===== src/rtl/cksum_pkg.sv =====
package cksum_pkg;
  typedef enum logic [1:0] {
    CK_IDLE  = 2'd0,
    CK_READ  = 2'd1,
    CK_WRITE = 2'd2
  } ck_state_e;

  localparam int unsigned CK_WORD_W    = 16;
  localparam logic [15:0] CK_SIGNATURE = 16'hBABA;
endpackage


===== src/rtl/cksum_accum.sv =====
// Running modulo-2^DATA_W sum of the words returned by the memory.
module cksum_accum #(
  parameter int unsigned DATA_W = 16
) (
  input  logic              clk,
  input  logic              rst,
  input  logic              clr,
  input  logic              add,
  input  logic [DATA_W-1:0] din,
  output logic [DATA_W-1:0] next_sum
);
  logic [DATA_W-1:0] sum_q;

  // Sum as it stands once the word on din has been included.
  assign next_sum = sum_q + din;

  always_ff @(posedge clk) begin
    if (rst || clr) begin
      sum_q <= '0;
    end else if (add) begin
      sum_q <= next_sum;
    end
  end
endmodule


===== src/rtl/cksum_ctrl.sv =====
// Sequencer: walks the address range, drives the memory port and
// produces the registered completion flags.
module cksum_ctrl
  import cksum_pkg::*;
#(
  parameter int unsigned DATA_W    = 16,
  parameter int unsigned ADDR_W    = 8,
  parameter int unsigned CSUM_IDX  = 63,
  parameter logic [DATA_W-1:0] SIGNATURE = DATA_W'(CK_SIGNATURE)
) (
  input  logic              clk,
  input  logic              rst,
  input  logic              start,
  input  logic              mode_upd,
  input  logic              mem_ack,
  input  logic              mem_err,
  input  logic [DATA_W-1:0] next_sum,
  output logic              mem_req,
  output logic              mem_we,
  output logic [ADDR_W-1:0] mem_addr,
  output logic [DATA_W-1:0] mem_wdata,
  output logic              acc_clr,
  output logic              acc_add,
  output logic              done,
  output logic              pass,
  output logic              err
);
  localparam logic [ADDR_W-1:0] SLOT      = ADDR_W'(CSUM_IDX);
  localparam bit                SLOT_ZERO = (CSUM_IDX == 0);

  ck_state_e         state_q;
  logic              upd_q;
  logic              req_q, we_q;
  logic [ADDR_W-1:0] addr_q;
  logic [DATA_W-1:0] wdata_q;
  logic              done_q, pass_q, err_q;
  logic [ADDR_W-1:0] last_addr;
  logic              xfer;

  // Update mode stops one word short of the checksum slot.
  assign last_addr = upd_q ? (SLOT - 1'b1) : SLOT;
  assign xfer      = req_q & mem_ack;

  assign acc_clr = (state_q == CK_IDLE) & start;
  assign acc_add = (state_q == CK_READ) & xfer & ~mem_err;

  always_ff @(posedge clk) begin
    if (rst) begin
      state_q <= CK_IDLE;
      upd_q   <= 1'b0;
      req_q   <= 1'b0;
      we_q    <= 1'b0;
      addr_q  <= '0;
      wdata_q <= '0;
      done_q  <= 1'b0;
      pass_q  <= 1'b0;
      err_q   <= 1'b0;
    end else begin
      done_q <= 1'b0;
      pass_q <= 1'b0;
      err_q  <= 1'b0;
      unique case (state_q)
        CK_IDLE: begin
          if (start) begin
            upd_q <= mode_upd;
            req_q <= 1'b1;
            if (mode_upd && SLOT_ZERO) begin
              // No words precede the slot: store the signature directly.
              state_q <= CK_WRITE;
              we_q    <= 1'b1;
              addr_q  <= SLOT;
              wdata_q <= SIGNATURE;
            end else begin
              state_q <= CK_READ;
              we_q    <= 1'b0;
              addr_q  <= '0;
            end
          end
        end
        CK_READ: begin
          if (xfer) begin
            if (mem_err) begin
              req_q   <= 1'b0;
              state_q <= CK_IDLE;
              done_q  <= 1'b1;
              err_q   <= 1'b1;
            end else if (addr_q == last_addr) begin
              if (upd_q) begin
                state_q <= CK_WRITE;
                we_q    <= 1'b1;
                addr_q  <= SLOT;
                wdata_q <= SIGNATURE - next_sum;
              end else begin
                req_q   <= 1'b0;
                state_q <= CK_IDLE;
                done_q  <= 1'b1;
                pass_q  <= (next_sum == SIGNATURE);
              end
            end else begin
              addr_q <= addr_q + 1'b1;
            end
          end
        end
        CK_WRITE: begin
          if (xfer) begin
            req_q   <= 1'b0;
            we_q    <= 1'b0;
            state_q <= CK_IDLE;
            done_q  <= 1'b1;
            err_q   <= mem_err;
            pass_q  <= ~mem_err;
          end
        end
        default: state_q <= CK_IDLE;
      endcase
    end
  end

  assign mem_req   = req_q;
  assign mem_we    = we_q;
  assign mem_addr  = addr_q;
  assign mem_wdata = wdata_q;
  assign done      = done_q;
  assign pass      = pass_q;
  assign err       = err_q;
endmodule


===== src/rtl/cksum_engine.sv =====
module cksum_engine
  import cksum_pkg::*;
#(
  parameter int unsigned DATA_W   = CK_WORD_W,
  parameter int unsigned ADDR_W   = 8,
  parameter int unsigned CSUM_IDX = 63,
  parameter logic [DATA_W-1:0] SIGNATURE = DATA_W'(CK_SIGNATURE)
) (
  input  logic              clk,
  input  logic              rst,
  input  logic              start,
  input  logic              mode_upd,
  output logic              mem_req,
  output logic              mem_we,
  output logic [ADDR_W-1:0] mem_addr,
  output logic [DATA_W-1:0] mem_wdata,
  input  logic              mem_ack,
  input  logic              mem_err,
  input  logic [DATA_W-1:0] mem_rdata,
  output logic              done,
  output logic              pass,
  output logic              err
);
  logic              acc_clr, acc_add;
  logic [DATA_W-1:0] next_sum;

  cksum_accum #(.DATA_W(DATA_W)) u_accum (
    .clk      (clk),
    .rst      (rst),
    .clr      (acc_clr),
    .add      (acc_add),
    .din      (mem_rdata),
    .next_sum (next_sum)
  );

  cksum_ctrl #(
    .DATA_W    (DATA_W),
    .ADDR_W    (ADDR_W),
    .CSUM_IDX  (CSUM_IDX),
    .SIGNATURE (SIGNATURE)
  ) u_ctrl (
    .clk       (clk),
    .rst       (rst),
    .start     (start),
    .mode_upd  (mode_upd),
    .mem_ack   (mem_ack),
    .mem_err   (mem_err),
    .next_sum  (next_sum),
    .mem_req   (mem_req),
    .mem_we    (mem_we),
    .mem_addr  (mem_addr),
    .mem_wdata (mem_wdata),
    .acc_clr   (acc_clr),
    .acc_add   (acc_add),
    .done      (done),
    .pass      (pass),
    .err       (err)
  );
endmodule


===== config.mk =====
export PLATFORM = sky130hd
export DESIGN_NAME = cksum_engine
export DESIGN_NICKNAME = d
export VERILOG_FILES = /design/src/rtl/cksum_pkg.sv /design/src/rtl/cksum_accum.sv /design/src/rtl/cksum_ctrl.sv /design/src/rtl/cksum_engine.sv
export SDC_FILE = /design/constraint.sdc
export NUM_CORES = 1
export LEC_CHECK = 0
export CORE_UTILIZATION = 44
export DETAILED_ROUTE_END_ITERATION = 10
export DONT_BUFFER_PORTS = 1
export PLACE_DENSITY = 0.69
export SLEW_MARGIN = 20
export SYNTH_ARGS = -nofsm -noshare
export SYNTH_HDL_FRONTEND = slang
export SYNTH_SLANG_ARGS = --single-unit

===== constraint.sdc =====
create_clock -name clk -period 7.2 [get_ports clk]
set_input_delay 0 -clock clk [delete_from_list [all_inputs] [get_ports clk]]
set_output_delay 0 -clock clk [all_outputs]
set_load 0.03 [all_outputs]

==> results of run 1 <==
-- final cells by class --
cell class | instances | share of cell area, %
Multi-Input combinational cell | 327 | 61.8
Sequential cell | 48 | 27.6
Tap cell | 99 | 3.56
Clock buffer | 5 | 1.98
Timing Repair Buffer | 7 | 1.80
Clock inverter | 2 | 1.73
Inverter | 14 | 1.51
-- worst min path at each step --
stage / endpoint / slack (ns) / depth (start not counted)
3_5_place_dp: u_ctrl.mem_addr[7] / 0.08 / 1
5_1_grt: u_ctrl.mem_wdata[12] / 0.05 / 3
3_3_place_gp: u_ctrl.mem_addr[7] / 0.07 / 1
6_report: u_ctrl.mem_wdata[12] / 0.05 / 3
4_1_cts: u_ctrl.done / 0.008 / 2
2_1_floorplan: u_ctrl.err / 0.14 / 2
-- routing by layer --
metal | up-vias | global-route usage (%) | part of all wire, %
met4 | 0 | 5.13 | 1.3
met3 | 6 | 6.06 | 6.6
met5 | - | 0 | 0
met2 | 85 | 34.0 | 46
met1 | 1326 | 26.8 | 46
li1 | 1456 | - | -
-- per-stage QoR --
stage               hold WS (ns)  worst slack, ns
global placement          0.0738             4.18
CTS                      0.00848             4.04
global route              0.0523             3.79
detailed placement        0.0758             4.07
finish                    0.0468             4.04
floorplan                  0.141             4.31
-- sequential cells by signal, summed over array words and instances (netlist names) --
signal,count
u_ctrl.done,1
u_ctrl.pass,1
u_accum.sum_q,16
u_ctrl.err,1
u_ctrl.state_q,2
u_ctrl.mem_wdata,16
u_ctrl.mem_req,1
u_ctrl.mem_addr,8
u_ctrl.mem_we,1
u_ctrl.upd_q,1
-- cell usage in the layout (no fill, tap or decap), types with 6 or more instances in the layout --
cell,count
a211oi_1,14
a21oi_1,34
and3_1,6
dfxtp_1,48
ha_1,22
inv_1,14
nand2_1,53
nand3_1,12
nand4_1,9
nor2_1,35
nor2b_1,6
nor3_1,8
o21ai_0,20
xnor2_1,15
xor2_1,9
-- cells in the mapped netlist (2+ instances only) --
cell        n  share of area (%)
o311ai_0    2               0.53
nor4_1      3               0.57
and2_1      4               0.76
and3_1      6                1.1
o21a_1      4               0.92
clkbuf_2    2               0.31
o21ai_1     3               0.46
nand3_1    12                1.8
a21oi_1    34                5.2
o21ai_0    20                3.1
nor2_1     35                4.0
mux2i_1     2               0.61
o31a_1      2               0.53
nand2b_1    2               0.38
a211oi_1   14                3.2
buf_6       4                1.4
a211oi_2    2               0.76
nor2b_1     6                1.1
nor3_1      8                1.2
a21boi_0    2               0.46
nand2_1    53                6.1
nor4b_1     2               0.53
a21o_1      5                1.1
clkbuf_1   10                1.1
nor2_2      2               0.38
nand3b_1    3               0.69
a31oi_1     3               0.57
dfxtp_1    48                 29
xnor2_1    15                4.0
or3b_1      2               0.53
nor3b_1     3               0.69
o2111ai_1   2               0.53
xor2_1      9                2.4
nand4_1     9                1.7
o21bai_1    2               0.46
inv_1      14                1.6
ha_1       22                8.4
and2_0      2               0.38
-- report_power, final --
part	switching (mW)	internal (mW)
clock	0.0958	0.137
sequential	0.0106	0.271
combinational	0.0750	0.0441
total	0.181	0.452
-- critical path, stage by stage, from the launching register on --
cell	delay [ns]
dfxtp_1	0.34
ha_1	0.20
inv_1	0.07
fa_1	0.42
nand2b_2	0.24
a211oi_4	0.32
o41ai_4	0.13
xnor2_2	0.36
o21ai_2	0.13
o21a_1	0.26
or4_1	0.52
nand3_1	0.10
-- logic make-up after synthesis --
| logic type | after synthesis |
|---|---|
| muxes | 2 |
| AOI/OAI and AO/OA | 115 |
| and+or+nand+nor | 162 |
| xor gates and xnor gates | 25 |
| adders and majority gates | 23 |
| buffers and inverters | 32 |
| DFF | 48 |
==> results.toml, run 1 <==
[status]
status = "completed"

[global_routing]
grt_usage_pct = 20.7
first_global_vias = 2638
grt_overflow = 0
antenna_found_initial = 0
grt_max_degree = 33
grt_pass1_wl_um = 12600

[timing]
fmax_mhz = 316
rsz0062_at_grt = "false"
tightest_slew_ns = 0.821
fin_worst_skew_ns = 0.00893
tns_ns = 0
slew_viol_final = 0
period_needed_ns = 3.16
setup_viol = 0
hold_violations = 0
max-slew-margin-rel_pct = 45.3
min_period_over_period_pct = 43.9

[yosys]
ys_types = 72
yosysWarnings = 0
synthMuxAreaShare_pct = 0.611
yosys_most_used_dff = "dfxtp_1"
synth_nets = 452
synth_top_family_by_area = "simple AND/OR/NAND/NOR gates"
synthSimpleGateAreaFrac_pct = 24.5
synth_seq_cells = 48
postSynth.asyncResetShare_pct = 0
synthXorXnorAreaFrac_pct = 6.91
synth-adder-area-share_pct = 9.01
yosysSeqAreaShare_pct = 29.3
synth_edf_count = 0
synth_compound_area_share_pct = 24.5
syn_avg_cell_area_sq_um = 8.05
synth_area_sq_mm = 0.00328
synthCells = 407

[cts]
ctsHtreeMaxLevel = 2
ctsHoldBuffers = 5
numCtsBuffers = 5
cts_buffer_depth = 2
clk_latency_ns = 0.31
clock-sinks = 48
cts-resized-gates = 0
clk_pin_slew_ns = 0.09
post_cts_buffers = 0
tritoncts = "yes"
cts-root-buf = "clkbuf_8"

[route]
num_vias = 2873
viasPerCell = 5.72
ant_nets = 0
routed_wl_um = 7740
drtPass1Iterations = 6
drtIter0Drc = 167
drc = 0
route.detailed.wl_per_inst_um = 15.4

[setup_path]
r2r_start = "u_accum.sum_q[0]"
reg2reg_slack_ns = 4.04
crit_path_start_kind = "register"
critPathCaptureType = "register"
required_ns = 7.45
crit_type = "register to register"
crit_arrival_ns = 3.41
crit_path_max_fanout = 7
startpoint = "u_accum.sum_q[0]"
crit_end = "u_ctrl.mem_wdata[15]"
reg2regPathDepth = 11
r2r_end = "u_ctrl.mem_wdata[15]"

[layout]
final-seq-area_sq_um = 961
multi_input_area_sq_mm = 0.00215
final_area_sq_mm = 0.00348
final_nets = 448
final-instance-count-excl-fill = 502
fillers = 700
post-route-util_pct = 48.2
n_antenna_cell = 0
drive_gt1_share_pct = 7.44
areaGrowthSynthToFinish_pct = 6.15

[place]
routabilityCongestion = 0.920
hpwl_um = 5690
io_buffers = 0
dp.cells = 489
place_area_sq_mm = 0.00330

[power]
peakVddDrop_mv = 0.0903
power.total_mw = 0.633
leakagePower_nw = 1.30
power.density_mw_per_mm2 = 182

[flow_run]
max-cap-violations = 0

[die]
die-area_sq_mm = 0.00780
start_util_pct = 45.4
die_x_um = 88.3
die_height_um = 88.3
fp-row-count = 31
core-area_sq_mm = 0.00721
pin_count = 51

[min_path]
holdCritPathClass = "primary input to register"
hold_start = "rst"
(Power assumes the default switching activity.)
==> inputs of run 2 (changes only) <==
==> constraint.sdc (replaced) <==
create_clock -name clk -period 3.1 [get_ports clk]
set_input_delay 0 -clock clk [delete_from_list [all_inputs] [get_ports clk]]
set_output_delay 0 -clock clk [all_outputs]
set_load 0.03 [all_outputs]
==> results.toml, run 2 (synthesized netlist as in run 1, its figures left out) <==
[layout]
mostFrequentLayoutCells = "53 x nand2_1, 47 x dfxtp_1, 34 x a21oi_1, 34 x nor2_1"
n_antenna_cell = 0
drive_gt1_share_pct = 13.6
final_nets = 470
fillers = 692
areaGrowthSynthToFinish_pct = 12.2
final_common_cell = "nand2_1"

[setup_path]
r2r_end = "u_ctrl.mem_wdata[15]"
crit_path_top_delay_cell = "or4_1"
startpoint = "u_accum.sum_q[0]"
slowest_delay_ns = 0.52
crit_arrival_ns = 3.25
reg2reg_slack_ns = 0.09
path_cells = "ha_2 -> inv_1 -> fa_1 -> buf_4 -> xor2_1 -> o21ai_1 -> nor3b_4 -> a21bo_1 -> nor3b_1 -> o21a_2 -> or4_1 -> nand3_1"
crit_path_max_fanout = 3
crit_type = "register to register"
cp_top_family = "simple AND/OR/NAND/NOR gates"
cp_num_buf_inv = 2
crit_path_start_kind = "register"
reg2regPathDepth = 12
required_ns = 3.35
critPathCaptureType = "register"
r2r_start = "u_accum.sum_q[0]"

[timing]
period_needed_ns = 3.01
min_period_over_period_pct = 97.0
max-slew-margin-rel_pct = 45.1
slew_viol_final = 0
fmax_mhz = 333
hold_violations = 0
setup_viol = 0
holdWs_ns = 0.0211
fin_worst_skew_ns = 0.00411
tightest_slew_ns = 0.821

[global_routing]
first_global_vias = 2858
antenna_found_initial = 0
grt_max_degree = 33
grt_usage_pct = 21.5
grt_overflow = 0
grt_pass1_wl_um = 13200

[power]
p_int_mw = 0.936
power.density_mw_per_mm2 = 372
seqPwrFrac_pct = 47.6
p_switching_mw = 0.433
peakVddDrop_mv = 0.198
leakagePower_nw = 1.41
combPwrFrac_pct = 23.1
power_frac_clock_pct = 29.3
power.total_mw = 1.37
swShare_pct = 31.7

[cts]
cts-root-buf = "clkbuf_8"
numCtsBuffers = 5
clk_latency_ns = 0.30
clk_pin_slew_ns = 0.09
clock-sinks = 48
tritoncts = "yes"
cts_buffer_depth = 2
ctsHtreeMaxLevel = 2

[min_path]
holdCritPathClass = "primary input to register"
whs_path_depth = 2
hold_start = "mem_err"
min_to = "u_ctrl.done"

[status]
status = "completed"

[die]
pin_count = 51
die_x_um = 88.3
die-area_sq_mm = 0.00780
die_height_um = 88.3
core-area_sq_mm = 0.00721
start_util_pct = 45.4
fp-row-count = 31

[route]
routed_wl_um = 8280
route.detailed.wl_per_inst_um = 15.8
ant_nets = 0
num_vias = 3071
drtIter0Drc = 170
drc = 0
drtPass1Iterations = 4
viasPerCell = 5.85

[place]
routabilityCongestion = 0.908
io_buffers = 0
hpwl_um = 5950

[flow_run]
max-cap-violations = 0
==> run 2: worst max path at each step <==
stage,end,cells past startpoint
after global routing,u_ctrl.mem_wdata[15],11
after global placement,u_ctrl.mem_wdata[15],11
final,u_ctrl.mem_wdata[15],12
after detailed placement,u_ctrl.mem_wdata[15],11
after CTS,u_ctrl.mem_wdata[14],12
after floorplan,u_ctrl.mem_wdata[15],11
==> run 2: per-layer routing <==
layer / share of wire, % / vias to the layer above / global-route usage [%]
li1: - / 1499 / -
met2: 49 / 108 / 37.9
met5: 0 / - / 0
met3: 6.5 / 13 / 5.04
met1: 43 / 1451 / 26.4
met4: 1.4 / 0 / 5.43
==> run 2: layout make-up <==
| class | count | area, sq um | share of cell area, % |
|---|---|---|---|
| multi-input combinational | 327 | 2190 | 59.6 |
| tap | 99 | 124 | 3.37 |
| inverter | 14 | 52.6 | 1.43 |
| sequential | 48 | 962 | 26.2 |
| clock buffer | 6 | 82.6 | 2.25 |
| clock inverter | 2 | 15.0 | 0.408 |
| timing repair buffer | 29 | 248 | 6.74 |
==> run 2: through the flow <==
step / worst slack [ns] / utilization, % / area, sq um / TNS [ns] / cells
CTS: 0.0345 / 49.7 / 3590 / 0 / 519
detailed placement: 0.0215 / 46.8 / 3380 / 0 / 500
floorplan: 0.212 / - / 3280 / 0 / 407
global placement: 0.153 / 46.8 / 3380 / 0 / 500
finish: 0.0938 / 51.0 / 3680 / 0 / 525
global route: -0.0247 / 51.0 / 3680 / -0.0367 / 525
==> run 2: what timing repair did <==
item / 4_1_cts / 5_1_grt
pin swaps: 1 / 7
hold buffers: 8 / 0
endpoints found under the setup margin: 1 / 3
gates resized for setup: 0 / 13
buffers inserted: 3 / 6
hold endpoints to repair: 32 / 0
==> run 2: power groups by stage <==
stage	clock [mW]	sequential, mW	combinational, mW
floorplan	0	0.663	0.225
global placement	0	0.664	0.267
detailed placement	0	0.665	0.273
CTS	0.416	0.651	0.296
global route	0.448	0.653	0.348
finish	0.401	0.651	0.317
